`config.mk`:
```
export PLATFORM = sky130hd
export DESIGN_NAME = cfg_regbank
export DESIGN_NICKNAME = d
export VERILOG_FILES = /design/src/rtl/cfg_regbank_pkg.sv /design/src/rtl/cfg_cmd_seq.sv /design/src/rtl/cfg_shadow_store.sv /design/src/rtl/cfg_live_regs.sv /design/src/rtl/cfg_regbank.sv
export SDC_FILE = /design/constraint.sdc
export NUM_CORES = 1
export LEC_CHECK = 0
export BUFFER_PORTS_ARGS = -buffer_cell sky130_fd_sc_hd__buf_4
export CAP_MARGIN = 20
export CORE_ASPECT_RATIO = 1.1
export CORE_MARGIN = 5
export CORE_UTILIZATION = 42
export CTS_CLUSTER_DIAMETER = 100
export DETAILED_ROUTE_END_ITERATION = 12
export GPL_TIMING_DRIVEN = 0
export HOLD_SLACK_MARGIN = 0.02
export PLACE_DENSITY = 0.66
export SLEW_MARGIN = 40
export SYNTH_ARGS = -nofsm -noshare
export SYNTH_HDL_FRONTEND = slang
export SYNTH_SLANG_ARGS = --single-unit
```
`constraint.sdc`:
```
create_clock -name clk -period 1.99 [get_ports clk]
set_input_delay 0.2985 -clock clk [delete_from_list [all_inputs] [get_ports clk]]
set_output_delay 0.2985 -clock clk [all_outputs]
set_load 0.1 [all_outputs]
```
`src/rtl/cfg_regbank_pkg.sv`:
```
package cfg_regbank_pkg;

  localparam int unsigned NREG = 27;
  localparam int unsigned DW   = 8;
  localparam int unsigned AW   = $clog2(NREG);
  localparam int unsigned CW   = $clog2(NREG + 1);

  typedef enum logic [1:0] {
    GRP_NONE  = 2'd0,
    GRP_CONV1 = 2'd1,
    GRP_CONV2 = 2'd2
  } grp_e;

  // reset contents of the writable registers
  function automatic logic [DW-1:0] reg_default(int unsigned idx);
    case (idx)
      'h01:    return 8'h11;
      'h02:    return 8'h05;
      'h04:    return 8'h80;
      'h05:    return 8'h04;
      'h06:    return 8'h01;
      'h0C:    return 8'h40;
      'h0D:    return 8'hBB;
      'h16:    return 8'h01;
      'h1A:    return 8'h40;
      default: return 8'h00;
    endcase
  endfunction

  // commit set each register belongs to
  function automatic grp_e reg_group(int unsigned idx);
    if ((idx >= 'h03 && idx <= 'h06) || (idx >= 'h0D && idx <= 'h0F))
      return GRP_CONV1;
    if (idx == 'h15 || idx == 'h16)
      return GRP_CONV2;
    return GRP_NONE;
  endfunction

  // bits that can hold a one
  function automatic logic [DW-1:0] wr_mask(int unsigned idx);
    case (idx)
      'h00:    return 8'h00;
      'h01:    return 8'h13;
      'h02:    return 8'h0F;
      'h0F:    return 8'h3F;
      'h10:    return 8'h9F;
      'h11:    return 8'h9F;
      default: return 8'hFF;
    endcase
  endfunction

  function automatic logic [NREG-1:0] group_mask(grp_e g);
    logic [NREG-1:0] m;
    m = '0;
    for (int unsigned i = 0; i < NREG; i++) m[i] = (reg_group(i) == g);
    return m;
  endfunction

endpackage

```
`src/rtl/cfg_cmd_seq.sv`:
```
module cfg_cmd_seq
  import cfg_regbank_pkg::*;
#(
  parameter int unsigned NR = NREG,
  parameter int unsigned AWD = $clog2(NR),
  parameter int unsigned CWD = $clog2(NR + 1)
) (
  input  logic           clk,
  input  logic           rst_n,
  input  logic           cmd_start,
  input  logic [AWD-1:0] cmd_addr,
  input  logic [CWD-1:0] cmd_count,
  input  logic           byte_valid,
  input  logic           cmd_done,
  input  logic           cmd_abort,
  output logic           wr_en,
  output logic [AWD-1:0] wr_idx,
  output logic           commit_go,
  output logic           discard
);

  localparam int unsigned PW = AWD + 1;

  logic           active_q, active_d;
  logic [PW-1:0]  ptr_q, ptr_d;
  logic [CWD-1:0] left_q, left_d;
  logic           end_cmd, accept, in_range, open_new;

  always_comb begin
    end_cmd   = cmd_done | cmd_abort;
    open_new  = cmd_start & ~end_cmd;
    accept    = active_q & byte_valid & ~end_cmd & ~cmd_start & (left_q != '0);
    in_range  = (ptr_q < PW'(NR));
    wr_en     = accept & in_range;
    wr_idx    = ptr_q[AWD-1:0];
    commit_go = active_q & cmd_done & ~cmd_abort;
    discard   = cmd_abort | open_new;

    active_d = active_q;
    ptr_d    = ptr_q;
    left_d   = left_q;
    if (end_cmd) begin
      active_d = 1'b0;
    end else if (cmd_start) begin
      active_d = 1'b1;
      ptr_d    = {1'b0, cmd_addr};
      left_d   = cmd_count;
    end else if (accept) begin
      left_d = left_q - 1'b1;
      if (in_range) ptr_d = ptr_q + 1'b1;
    end
  end

  always_ff @(posedge clk or negedge rst_n) begin
    if (!rst_n) begin
      active_q <= 1'b0;
      ptr_q    <= '0;
      left_q   <= '0;
    end else begin
      active_q <= active_d;
      ptr_q    <= ptr_d;
      left_q   <= left_d;
    end
  end

endmodule

```
`src/rtl/cfg_shadow_store.sv`:
```
module cfg_shadow_store
  import cfg_regbank_pkg::*;
#(
  parameter int unsigned NR  = NREG,
  parameter int unsigned DWD = DW,
  parameter int unsigned AWD = $clog2(NR)
) (
  input  logic                    clk,
  input  logic                    rst_n,
  input  logic                    wr_en,
  input  logic [AWD-1:0]          wr_idx,
  input  logic [DWD-1:0]          wr_data,
  input  logic                    clear,
  output logic [NR-1:0]           pend,
  output logic [NR-1:0][DWD-1:0]  shad
);

  for (genvar i = 0; i < NR; i++) begin : g_slot
    if (reg_group(i) != GRP_NONE) begin : g_buf
      logic           hit;
      logic           pend_q, pend_d;
      logic [DWD-1:0] data_q, data_d;

      always_comb begin
        hit    = wr_en & (wr_idx == AWD'(i));
        pend_d = pend_q;
        data_d = data_q;
        if (clear) pend_d = 1'b0;
        else if (hit) begin
          pend_d = 1'b1;
          data_d = wr_data;
        end
      end

      always_ff @(posedge clk or negedge rst_n) begin
        if (!rst_n) begin
          pend_q <= 1'b0;
          data_q <= '0;
        end else begin
          pend_q <= pend_d;
          data_q <= data_d;
        end
      end

      assign pend[i] = pend_q;
      assign shad[i] = data_q;
    end else begin : g_none
      assign pend[i] = 1'b0;
      assign shad[i] = '0;
    end
  end

endmodule

```
`src/rtl/cfg_live_regs.sv`:
```
module cfg_live_regs
  import cfg_regbank_pkg::*;
#(
  parameter int unsigned NR     = NREG,
  parameter int unsigned DWD    = DW,
  parameter int unsigned AWD    = $clog2(NR),
  parameter logic [DWD-1:0] ID_VAL = '0
) (
  input  logic                    clk,
  input  logic                    rst_n,
  input  logic                    wr_en,
  input  logic [AWD-1:0]          wr_idx,
  input  logic [DWD-1:0]          wr_data,
  input  logic [NR-1:0]           commit_en,
  input  logic [NR-1:0][DWD-1:0]  shad,
  output logic [NR-1:0][DWD-1:0]  live
);

  for (genvar i = 0; i < NR; i++) begin : g_reg
    if (i == 0) begin : g_id
      assign live[i] = ID_VAL;
    end else begin : g_rw
      localparam logic [DWD-1:0] MASK = wr_mask(i);
      localparam logic [DWD-1:0] RST  = reg_default(i);
      logic           en;
      logic [DWD-1:0] src;
      logic [DWD-1:0] val_q, val_d;

      if (reg_group(i) != GRP_NONE) begin : g_grp
        assign en  = commit_en[i];
        assign src = shad[i];
      end else begin : g_imm
        assign en  = wr_en & (wr_idx == AWD'(i));
        assign src = wr_data;
      end

      always_comb begin
        val_d = val_q;
        if (en) val_d = src & MASK;
      end

      always_ff @(posedge clk or negedge rst_n) begin
        if (!rst_n) val_q <= RST;
        else        val_q <= val_d;
      end

      assign live[i] = val_q;
    end
  end

endmodule

```
`src/rtl/cfg_regbank.sv`:
```
module cfg_regbank
  import cfg_regbank_pkg::*;
#(
  parameter logic [2:0] DEV_ID = 3'd1,
  parameter logic [4:0] REV_ID = 5'd0
) (
  input  logic                 clk,
  input  logic                 rst_n,
  input  logic                 cmd_start,
  input  logic [AW-1:0]        cmd_addr,
  input  logic [CW-1:0]        cmd_count,
  input  logic                 byte_valid,
  input  logic [DW-1:0]        byte_data,
  input  logic                 cmd_done,
  input  logic                 cmd_abort,
  input  logic                 conv1_result,
  input  logic [AW-1:0]        rd_addr,
  output logic [DW-1:0]        rd_data,
  output logic [NREG*DW-1:0]   cfg_flat,
  output logic                 restart1,
  output logic                 restart2,
  output logic                 drdy
);

  localparam logic [NREG-1:0] G1_MASK = group_mask(GRP_CONV1);
  localparam logic [NREG-1:0] G2_MASK = group_mask(GRP_CONV2);
  localparam logic [DW-1:0]   ID_VAL  = {DEV_ID, REV_ID};

  logic                       wr_en, commit_go, discard, clear;
  logic [AW-1:0]              wr_idx;
  logic [NREG-1:0]            pend, commit_en;
  logic [NREG-1:0][DW-1:0]    shad, live;
  logic                       r1_q, r1_d, r2_q, r2_d, drdy_q, drdy_d;

  cfg_cmd_seq #(.NR(NREG), .AWD(AW), .CWD(CW)) u_seq (
    .clk(clk), .rst_n(rst_n),
    .cmd_start(cmd_start), .cmd_addr(cmd_addr), .cmd_count(cmd_count),
    .byte_valid(byte_valid), .cmd_done(cmd_done), .cmd_abort(cmd_abort),
    .wr_en(wr_en), .wr_idx(wr_idx), .commit_go(commit_go), .discard(discard)
  );

  assign clear     = discard | commit_go;
  assign commit_en = pend & {NREG{commit_go}};

  cfg_shadow_store #(.NR(NREG), .DWD(DW), .AWD(AW)) u_shadow (
    .clk(clk), .rst_n(rst_n),
    .wr_en(wr_en), .wr_idx(wr_idx), .wr_data(byte_data),
    .clear(clear), .pend(pend), .shad(shad)
  );

  cfg_live_regs #(.NR(NREG), .DWD(DW), .AWD(AW), .ID_VAL(ID_VAL)) u_live (
    .clk(clk), .rst_n(rst_n),
    .wr_en(wr_en), .wr_idx(wr_idx), .wr_data(byte_data),
    .commit_en(commit_en), .shad(shad), .live(live)
  );

  always_comb begin
    r1_d   = commit_go & |(pend & G1_MASK);
    r2_d   = commit_go & |(pend & G2_MASK);
    drdy_d = drdy_q;
    if (r1_d)              drdy_d = 1'b1;
    else if (conv1_result) drdy_d = 1'b0;
  end

  always_ff @(posedge clk or negedge rst_n) begin
    if (!rst_n) begin
      r1_q   <= 1'b0;
      r2_q   <= 1'b0;
      drdy_q <= 1'b1;
    end else begin
      r1_q   <= r1_d;
      r2_q   <= r2_d;
      drdy_q <= drdy_d;
    end
  end

  always_comb begin
    rd_data = '0;
    for (int unsigned i = 0; i < NREG; i++)
      if (rd_addr == AW'(i)) rd_data = live[i];
  end

  assign cfg_flat = live;
  assign restart1 = r1_q;
  assign restart2 = r2_q;
  assign drdy     = drdy_q;

endmodule

```
==> results.yml <==
place:
  place_area_sq_mm: 0.0175
  post-place-ws_ns: -1.29
  dp_hpwl_um: 40700
  port_buffers: 232
  gp_congestion: 0.973
floorplan:
  die_height_um: 200
  core.rowCount: 69
  core_sq_mm: 0.0325
  die_area_sq_mm: 0.0367
  initial_core_util_pct: 42.6
  io_pins: 257
  die_x_um: 183
grt:
  grt_max_degree: 77
  first_global_vias: 11800
  grt_overflow_total: 0
  grt_antenna_before_repair: 1
  track_usage_pct: 30.8
  grt_pass1_wl_um: 84400
logic_synthesis:
  synth_common_cells: "dfrtp_1 (270), mux2_1 (176), mux2_2 (76), nand2_1 (76), a21oi_1 (54)"
  netlist.area_leader.share_pct: 48.8
  synth_area_leaders: "dfrtp_1 (49%), mux2_1 (14%), mux2_2 (6.2%)"
  synth_seq_cells: 287
  syn_area_per_cell_sq_um: 12.1
  async_flop_share_pct: 100
  synthMuxAreaShare_pct: 25.1
  synth-warning-count: 0
  yosysTopAreaCell: "dfrtp_1"
  netlist_area_sq_mm: 0.0138
  synth_cell_types: 68
  post-synth-top-count-cell: "dfrtp_1"
  synth_xor_area_share_pct: 0
  synthAdderAreaFrac_pct: 0.633
  ys_seq_area_share_pct: 52.1
  synth_cells: 1144
  synth_edf_count: 0
  synth_top_family_by_area: "multiplexers"
  synth-compound-area-share_pct: 9.90
  ys.flop_type: "dfrtp_1"
  synthSimpleGateAreaFrac_pct: 8.43
clock_tree:
  cts_tree: "done"
  clockBufferDepth: 3
  clock-root-buffer: "clkbuf_16"
  cts_buffers: 30
  clkSinkCount: 287
  h-tree-depth: 1
  clk_latency_ns: 0.58
  clk_pin_slew_ns: 0.06
finish:
  multi_input_area_sq_mm: 0.00798
  syn2layout_area_growth_pct: 46.7
  layout.nets: 1526
  antenna_cells: 0
  fillers: 2510
  seqCellArea_sq_mm: 0.00738
  stdcell_area_sq_mm: 0.0203
  drive_gt1_share_pct: 62.1
worst_setup_path:
  crit_path_cell_trace: "mux2i_4, a2111oi_4, o32ai_2, a222oi_1, o21ai_1, a21oi_4, buf_12"
  startpoint_type: "flop"
  cp_data_required_time_ns: 1.69
  cp-end-kind: "output pin"
  cp_data_arrival_time_ns: 2.65
  cp_slowest_cell: "a222oi_1"
  cp_max_fo: 2
  critical_path_class: "flop to output pin"
  max_stage_delay_ns: 0.47
detailed_routing:
  firstDrtPassIters: 7
  antenna_left: 0
  viasPerCell: 5.94
  drc: 0
  wire_per_inst_um: 30.0
  drtIter0Drc: 1084
  drt-total-wl_um: 58100
  vias: 11500
timing:
  slew_headroom_pct: 40.2
  finalSetupViolCount: 193
  fin_crit_sh_pct: 148
  fin_tns_setup_ns: -25.87
  hold_slack_ns: 0.0375
  rsz0062_at_grt: "yes"
  setup_slack_ns: -0.961
  drv_slew: 0
  max_freq_mhz: 339
  finClkSkew_ns: 0.0121
  hold_viol: 0
  min_period_ns: 2.95
  worst_pin_slew_ns: 0.897
power_and_ir_drop:
  total_leakage_power_nw: 9.88
  power_frac_comb_pct: 17.0
  p_switching_mw: 4.30
  sw_frac_of_total_pct: 29.2
  clock_power_share_pct: 41.7
  p_int_mw: 10.4
  ir_drop_mv: 0.553
  power_density_mw_per_mm2: 726
  sequentialPowerShare_pct: 41.3
run_status:
  status: "finished with violations"
  violations: "negative setup slack"
run:
  maxCapViolations: 0
min_path:
  hp-class: "input port to flop"
-- worst paths after layout --
kind	from	end	slack [ns]	depth (start not counted)
hold / removal	cmd_addr[2]	u_seq.ptr_q[2]$_DFFE_PN0P_	0.04	3
setup / recovery	u_live.g_reg[3].g_rw.val_q[1]$_DFFE_PN0P_	rd_data[1]	-0.96	7
setup reg to reg	u_seq.ptr_q[3]$_DFFE_PN0P_	u_live.g_reg[26].g_rw.val_q[1]$_DFFE_PN0P_	-0.24	5
min in group asynchronous	rst_n	u_live.g_reg[3].g_rw.val_q[2]$_DFFE_PN0P_	0.17	2
max in group asynchronous	rst_n	u_live.g_reg[26].g_rw.val_q[6]$_DFFE_PN1P_	0.46	5
hold reg to reg	u_shadow.g_slot[22].g_buf.pend_q$_DFFE_PN0P_	u_shadow.g_slot[22].g_buf.pend_q$_DFFE_PN0P_	0.48	2
-- cells by family after synthesis --
family,count (synthesis)
AND/OR/NAND/NOR,225
flip-flops,287
AO/OA/AOI/OAI,212
other,2
adder cells (fa/ha/maj),7
buffers and inverters,113
multiplexers,298
-- sequential cells by signal, indices dropped and copies added, names as in the netlist --
name and count:
restart1 1, u_seq.active_q 1, u_seq.ptr_q 6, u_shadow.g_slot.g_buf.data_q 70, restart2 1, u_seq.left_q 5, u_shadow.g_slot.g_buf.pend_q 9, u_live.g.g_rw.val_q 193
drdy 1
-- power by group through the flow --
stage | combinational, mW | sequential [mW] | clock [mW]
after detailed placement | 2.04 | 6.15 | 0
final | 2.50 | 6.09 | 6.15
after CTS | 2.43 | 6.08 | 6.18
after floorplan | 1.12 | 6.37 | 0
after global routing | 2.60 | 6.10 | 6.45
after global placement | 1.98 | 6.14 | 0
-- metal layers --
layer | vias up | track usage, % | wire length (um)
met4 | 0 | 6.95 | 1490
li1 | 4818 | - | -
met2 | 592 | 49.5 | 27300
met1 | 6007 | 44.0 | 24700
met5 | - | 0 | 0
met3 | 94 | 5.33 | 4630
-- cell type report --
class | instances | share of cell area (%)
multi-input combinational | 773 | 39.3
timing repair buffer | 290 | 12.4
sequential | 287 | 36.4
inverter | 17 | 0.314
buffer | 90 | 3.64
clock inverter | 7 | 0.678
clock buffer | 49 | 4.65
tap | 426 | 2.63
-- critical path: cells and delay by family (launching register included) --
family / cells / cell delay [ns]
DFF: 1 / 0.44
buffers and inverters: 1 / 0.21
muxes: 1 / 0.09
AOI/OAI and AO/OA: 5 / 1.36
-- cell usage in the layout, fill, tap and decap left out, drive strengths merged, types with 7 or more instances in the layout --
| cell type | instances |
|---|---|
| buf | 321 |
| mux2 | 276 |
| dfrtp | 270 |
| nand2 | 97 |
| clkbuf | 97 |
| a21oi | 54 |
| o21ai | 50 |
| nor2 | 40 |
| conb | 23 |
| mux2i | 18 |
| nor3 | 17 |
| inv | 17 |
| dfstp | 17 |
| nor2b | 14 |
| nand3 | 14 |
| nand2b | 13 |
| o22ai | 13 |
| a22oi | 12 |
| dlygate4sd3 | 11 |
| and3 | 11 |
| a211oi | 11 |
| a221oi | 10 |
| o21a | 7 |
| ha | 7 |
-- what timing repair did --
item / in CTS / in global routing
setup endpoints to repair: 286 / 218
setup buffers: 41 / 9
pin swaps: 28 / 22
hold endpoints to repair: 87 / 0
resized for setup: 214 / 54
hold buffers: 11 / 0
cloned: 8 / 0
-- stage by stage --
stage / utilization, % / cells / power (mW)
final: 62.5 / 1939 / 14.7
after global routing: 62.5 / 1939 / 15.1
after CTS: 61.7 / 1937 / 14.7
after detailed placement: 53.8 / 1827 / 8.18
after floorplan: - / 1165 / 7.49
after global placement: 53.4 / 1823 / 8.13
Power figures use the tool's default switching activity.
